### src/rtl/bbt_pkg.sv
package bbt_pkg;

    localparam int BEAT_W = 3;

    typedef enum logic {
        ST_IDLE = 1'b0,
        ST_DATA = 1'b1
    } bbt_state_e;

    function automatic logic [BEAT_W-1:0] last_beat_of(input logic [1:0] code);
        return BEAT_W'((4'd1 << code) - 4'd1);
    endfunction

endpackage

### src/rtl/bbt_mem.sv
module bbt_mem #(
    parameter int AW = 8,
    parameter int DW = 8
) (
    input  logic          clk,
    input  logic          we_i,
    input  logic [AW-1:0] addr_i,
    input  logic [DW-1:0] wdata_i,
    output logic [DW-1:0] rdata_o
);
    localparam int DEPTH = 1 << AW;

    logic [DW-1:0] cells_q [DEPTH];

    always_ff @(posedge clk) begin
        if (we_i) begin
            cells_q[addr_i] <= wdata_i;
        end
    end

    assign rdata_o = cells_q[addr_i];

endmodule

### src/rtl/bbt_pacer.sv
module bbt_pacer #(
    parameter int WW = 2
) (
    input  logic          clk,
    input  logic          rst,
    input  logic          start_i,
    input  logic          reload_i,
    input  logic [WW-1:0] cfg_i,
    output logic          stall_o
);
    typedef struct packed {
        logic [WW-1:0] n;
        logic [WW-1:0] cnt;
    } pacer_s;

    pacer_s pc_d, pc_q;

    always_comb begin
        pc_d = pc_q;
        if (start_i) begin
            pc_d.n   = cfg_i;
            pc_d.cnt = cfg_i;
        end else if (reload_i) begin
            pc_d.cnt = pc_q.n;
        end else if (pc_q.cnt != '0) begin
            pc_d.cnt = pc_q.cnt - 1'b1;
        end
    end

    always_ff @(posedge clk) begin
        if (rst) begin
            pc_q <= '0;
        end else begin
            pc_q <= pc_d;
        end
    end

    assign stall_o = (pc_q.cnt != '0);

endmodule

### src/rtl/bbt_beat_ctrl.sv
module bbt_beat_ctrl
    import bbt_pkg::*;
#(
    parameter int AW = 8
) (
    input  logic          clk,
    input  logic          rst,
    input  logic [AW-1:0] addr_i,
    input  logic [1:0]    size_i,
    input  logic          rd_i,
    input  logic          wr_i,
    input  logic          bip_i,
    input  logic          rw_i,
    input  logic          stall_i,
    output logic          start_o,
    output logic          reload_o,
    output logic          busy_o,
    output logic          rd_beat_o,
    output logic          we_o,
    output logic [AW-1:0] mem_addr_o,
    output logic          err_o
);
    typedef struct packed {
        bbt_state_e        state;
        logic [AW-1:0]     base;
        logic [BEAT_W-1:0] beat;
        logic [BEAT_W-1:0] last;
        logic              is_rd;
        logic              err;
    } ctrl_s;

    ctrl_s ct_d, ct_q;
    logic  done, at_last, bad_flag, start;

    always_comb begin
        ct_d     = ct_q;
        ct_d.err = 1'b0;
        reload_o = 1'b0;
        start    = (ct_q.state == ST_IDLE) && (rd_i ^ wr_i);
        done     = (ct_q.state == ST_DATA) && !stall_i;
        at_last  = (ct_q.beat == ct_q.last);
        bad_flag = done && (bip_i == at_last);
        if (start) begin
            ct_d.state = ST_DATA;
            ct_d.base  = addr_i;
            ct_d.beat  = '0;
            ct_d.last  = last_beat_of(size_i);
            ct_d.is_rd = rd_i;
        end else if (done) begin
            if (bad_flag) begin
                ct_d.err   = 1'b1;
                ct_d.state = ST_IDLE;
            end else if (at_last) begin
                ct_d.state = ST_IDLE;
            end else begin
                ct_d.beat = ct_q.beat + 1'b1;
                reload_o  = 1'b1;
            end
        end
    end

    always_ff @(posedge clk) begin
        if (rst) begin
            ct_q <= '0;
        end else begin
            ct_q <= ct_d;
        end
    end

    assign start_o    = start;
    assign busy_o     = (ct_q.state == ST_DATA);
    assign rd_beat_o  = done && ct_q.is_rd;
    assign we_o       = done && !ct_q.is_rd && rw_i;
    assign mem_addr_o = ct_q.base + AW'(ct_q.beat);
    assign err_o      = ct_q.err;

endmodule

### src/rtl/byte_bus_target.sv
module byte_bus_target #(
    parameter int ADDR_W = 32,
    parameter int MEM_AW = 8,
    parameter int DATA_W = 8,
    parameter int WAIT_W = 2
) (
    input  logic              clk,
    input  logic              rst,
    input  logic [ADDR_W-1:0] addr_i,
    input  logic [1:0]        size_i,
    input  logic              rd_i,
    input  logic              wr_i,
    input  logic [WAIT_W-1:0] wait_cfg_i,
    input  logic              bip_i,
    input  logic              rw_i,
    input  logic [DATA_W-1:0] wdata_i,
    output logic              wait_o,
    output logic [DATA_W-1:0] rdata_o,
    output logic              busy_o,
    output logic              proto_err_o
);
    logic              start, reload, stall, busy, rd_beat, we;
    logic [MEM_AW-1:0] mem_addr;
    logic [DATA_W-1:0] mem_rdata;

    bbt_beat_ctrl #(.AW(MEM_AW)) i_ctrl (
        .clk        (clk),
        .rst        (rst),
        .addr_i     (addr_i[MEM_AW-1:0]),
        .size_i     (size_i),
        .rd_i       (rd_i),
        .wr_i       (wr_i),
        .bip_i      (bip_i),
        .rw_i       (rw_i),
        .stall_i    (stall),
        .start_o    (start),
        .reload_o   (reload),
        .busy_o     (busy),
        .rd_beat_o  (rd_beat),
        .we_o       (we),
        .mem_addr_o (mem_addr),
        .err_o      (proto_err_o)
    );

    bbt_pacer #(.WW(WAIT_W)) i_pacer (
        .clk      (clk),
        .rst      (rst),
        .start_i  (start),
        .reload_i (reload),
        .cfg_i    (wait_cfg_i),
        .stall_o  (stall)
    );

    bbt_mem #(.AW(MEM_AW), .DW(DATA_W)) i_mem (
        .clk     (clk),
        .we_i    (we),
        .addr_i  (mem_addr),
        .wdata_i (wdata_i),
        .rdata_o (mem_rdata)
    );

    assign busy_o  = busy;
    assign wait_o  = busy && stall;
    assign rdata_o = rd_beat ? mem_rdata : '0;

endmodule

### config.mk
export PLATFORM = sky130hd
export DESIGN_NAME = byte_bus_target
export DESIGN_NICKNAME = d
export VERILOG_FILES = /design/src/rtl/bbt_pkg.sv /design/src/rtl/bbt_mem.sv /design/src/rtl/bbt_pacer.sv /design/src/rtl/bbt_beat_ctrl.sv /design/src/rtl/byte_bus_target.sv
export SDC_FILE = /design/constraint.sdc
export NUM_CORES = 2
export LEC_CHECK = 0
export BUFFER_PORTS_ARGS = -buffer_cell sky130_fd_sc_hd__clkbuf_2
export CAP_MARGIN = 25
export CORE_MARGIN = 1.5
export CORE_UTILIZATION = 40
export DETAILED_ROUTE_END_ITERATION = 10
export GPL_ROUTABILITY_DRIVEN = 0
export SYNTH_ARGS = -nofsm -noshare
export SYNTH_HDL_FRONTEND = slang
export SYNTH_SLANG_ARGS = --single-unit
### constraint.sdc
create_clock -name clk -period 4.8 [get_ports clk]
set_input_delay 0.24 -clock clk [delete_from_list [all_inputs] [get_ports clk]]
set_output_delay 0.24 -clock clk [all_outputs]
set_load 0.01 [all_outputs]
==> out/qor.tcl <==
set qor(cap_viol_max_count) 0
set qor(dominantRegCellSynth) {edfxtp_1}
set qor(dpl.hpwl_um) 123200
set qor(drc) 0
set qor(drtAntennaViolNets) 0
set qor(rsz_0062_raised_after_global_routing) {yes}
set qor(finalSetupTns_ns) -0.8968
set qor(total_cts_buffers) 206
set qor(core.rowCount) 164
set qor(fin_nets) 4149
set qor(postLayoutSetupSlackWorst_ns) -0.1539
set qor(synth.avg_cell_area_um2) 22.44
set qor(worst_setup_ep_type) {primary output}
set qor(worst_min_delay_path_category) {in -> reg}
set qor(final_min_period_over_clock_period_pct) 103.2
set qor(worstMarginPinSlew_ns) 1.069
set qor(core_mm2) 0.2001
set qor(startpoint_types) {register}
set qor(synth-warning-count) 0
set qor(irDropWorstVdd_uv) 312.3
set qor(clock.fmax_mhz) 201.9
set qor(synth.largest_area_cell) {edfxtp_1}
set qor(final_routed_wire_length_divided_by_cell_count_um) 29.72
set qor(synth-async-reset-ratio_pct) 0
set qor(cts_root_buf) {clkbuf_16}
set qor(reg2reg_setup_slack_ns) 0.53
set qor(clock_tree.htree_level_count) 4
set qor(synth_area_mm2) 0.08071
set qor(gr-total-overflow) 0
set qor(synth_seq_area_share_pct) 76.72
set qor(crit_end) {rdata_o[3]}
set qor(first_pass_drt_iterations) 6
set qor(route.detailed.vias_per_inst) 5.701
set qor(cts_tree) {built}
set qor(setup_violators_final) 8
set qor(netlist_instances) 3597
set qor(worstPathArrival_ns) 4.71
set qor(worstReg2RegStart) {i_ctrl.ct_q[5]}
set qor(detailedRoute.firstIterationViolations) 4571
set qor(slew-limit-headroom_pct) 26.70
set qor(slew_viol_final) 0
set qor(area_overhead_of_the_layout_relative_to_synthesis_pct) 17.63
set qor(synth.lib_cells_used.distinct) 72
set qor(required_worst_endpoint_ns) 4.56
set qor(drive_above_1_share_pct) 33.36
set qor(port_buffers) 36
set qor(number_of_sinks_on_the_clock_net) 2069
set qor(worstSetupStartpoint) {i_ctrl.ct_q[5]}
set qor(cellPowerDensity_mw_per_mm2) 413.2
set qor(failed_checks) {negative setup slack}
set qor(power.leakage_nw) 29.52
set qor(synth.top_cells.by_area) {edfxtp_1 76%, mux4_2 17%, nor2_1 1.4%, mux2i_1 0.83%, dfxtp_1 0.52%}
set qor(die_x_um) 452.2
set qor(synthMostInstantiatedCell) {edfxtp_1}
set qor(pin_count_of_the_biggest_net_entering_global_routing) 145
set qor(synth_register_bits) 2069
set qor(path_class) {reg -> out}
set qor(clock_insertion_delay_worst_skew_ns) 0.85
set qor(worst_clock_skew_ns) 0.03768
set qor(run_status) {finished, violations left}
set qor(cp_max_fo) 8
set qor(reg2reg_depth) 11
set qor(dr_total_vias) 39480
set qor(globalRouteTotalUtil_pct) 20.09
set qor(worstReg2RegEnd) {i_mem.cells_q[79][4]}
set qor(die_height_um) 452.2
set qor(clock_path_buffers) 3
set qor(io_pins) 61
set qor(floorplan.die_area_mm2) 0.2045
set qor(antenna_found_initial) 4
set qor(grt_pass1_vias) 39750
set qor(min_period_ns) 4.954
set qor(postLayoutCoreUtil_pct) 47.45
set qor(initial_utilization_pct) 40.34
set qor(synth_edf_count) 2048
set qor(grt_first_pass_wirelength_um) 294200
set qor(clk_pin_slew_worst_paths_ns) 0.06
set qor(wl_um) 205800
set qor(synth_top_area_share_pct) 76.20
set qor(hold_viol_final) 0
set qor(yosys-top-cells-count) {2,048 x edfxtp_1, 595 x mux4_2, 294 x nor2_1}
set qor(post_synthesis_net_count) 3653
[cells by family (layout without fill, tap and decap cells)]
group	Yosys count	in the layout	share of synthesized area, %
AOI/OAI and AO/OA	143	143	1.260
xor gates and xnor gates	10	10	0.1085
adders and majority gates	6	6	0.1023
buffers and inverters	215	881	1.586
DFF	2069	2069	76.72
muxes	676	676	17.76
other	0	5	0
and+or+nand+nor	478	478	2.465
[per-stage QoR]
step                      power (mW)  cell area [µm²]  instances  setup WS [ns]  hold WS [ns]
final                          39.23            94940       6924        -0.1539       0.02104
after global routing           40.31            94920       6919        -0.2203       0.03412
after CTS                      39.46            94600       6892        -0.3235       0.02564
after detailed placement       23.60            86310       6419         0.1193        0.4861
after global placement         23.57            86280       6418         0.1387        0.4783
after floorplan                22.22            80710       3597          1.163        0.3167
[registers in the layout (all words and copies together) (netlist names)]
register	count
i_ctrl.ct_q	15
i_ctrl.err_o	1
i_ctrl.busy_o	1
i_pacer.pc_q	4
i_mem.cells_q	2048
[layer usage]
layer  vias to the layer above  track usage, %  wire length, µm
met4                         0           6.539             6385
met3                       285           3.153            14680
met1                     21380           28.11            83770
met2                      1608           32.39           101000
met5                         -               0                0
li1                      16200               -                -
[how the worst min path moves through the flow]
stage | endpoint | slack (ns) | cells past startpoint | start
2_1_floorplan | i_ctrl.err_o | 0.32 | 1 | rst
6_report | i_mem.cells_q[16][0] | 0.02 | 1 | wdata_i[0]
3_3_place_gp | i_pacer.pc_q[3] | 0.48 | 2 | i_pacer.pc_q[3]
4_1_cts | i_mem.cells_q[63][0] | 0.03 | 1 | wdata_i[0]
5_1_grt | i_mem.cells_q[16][0] | 0.03 | 1 | wdata_i[0]
3_5_place_dp | i_ctrl.ct_q[14] | 0.49 | 3 | addr_i[6]
[worst max-delay path, cell delays in order, from the launching register on]
cell and delay, ns:
dfxtp_4 0.35, ha_4 0.18, fa_4 0.84, buf_12 0.17, buf_12 0.12, buf_16 0.13
buf_8 0.14, mux4_2 0.32, mux4_2 0.50, a222oi_1 0.57, nand2_1 0.18, and4_4 0.21
buf_6 0.12
[power by group]
group          switching [mW]  total (mW)  internal, mW
registers              0.0273        19.9          19.9
clock network            6.88        15.7          8.80
logic                    1.99        3.65          1.66
[layout make-up]
class	instances	area (µm²)
multi-input cells	1313	18040
clock inverters	123	1241
well taps	2656	3323
repair buffers	499	5039
fillers	16140	105100
flip-flops and latches	2069	61920
inverters	4	15.01
diodes	5	12.51
clock buffers	255	5339
[cells in the final DEF, fill, tap and decap left out, types with 8 or more instances in the layout]
cell and count:
a21oi_1 31, buf_12 52, buf_16 16, buf_4 334, buf_6 13, buf_8 10, bufinv_16 16, clkbuf_1 49
clkbuf_16 209, clkbuf_2 25, clkbuf_8 8, clkinv_1 55, clkinv_2 29, dfxtp_1 19, dlygate4sd3_1 34, edfxtp_1 2048
mux2i_1 61, mux4_2 596, nand2_1 99, nand3_1 14, nand4_1 17, nor2_1 292, nor3_1 8, o21ai_0 9
[timing repair]
| item | 4_1_cts | 5_1_grt |
|---|---|---|
| endpoints found under the setup margin | 8 | 8 |
| cloned | 14 | 3 |
| setup buffers | 48 | 28 |
| gates resized for setup | 134 | 32 |
| pin swaps | 31 | 23 |
| endpoints found under the hold margin | 74 | 0 |
| hold buffers | 34 | 0 |
Note: power is estimated with default switching activity, not from simulation.
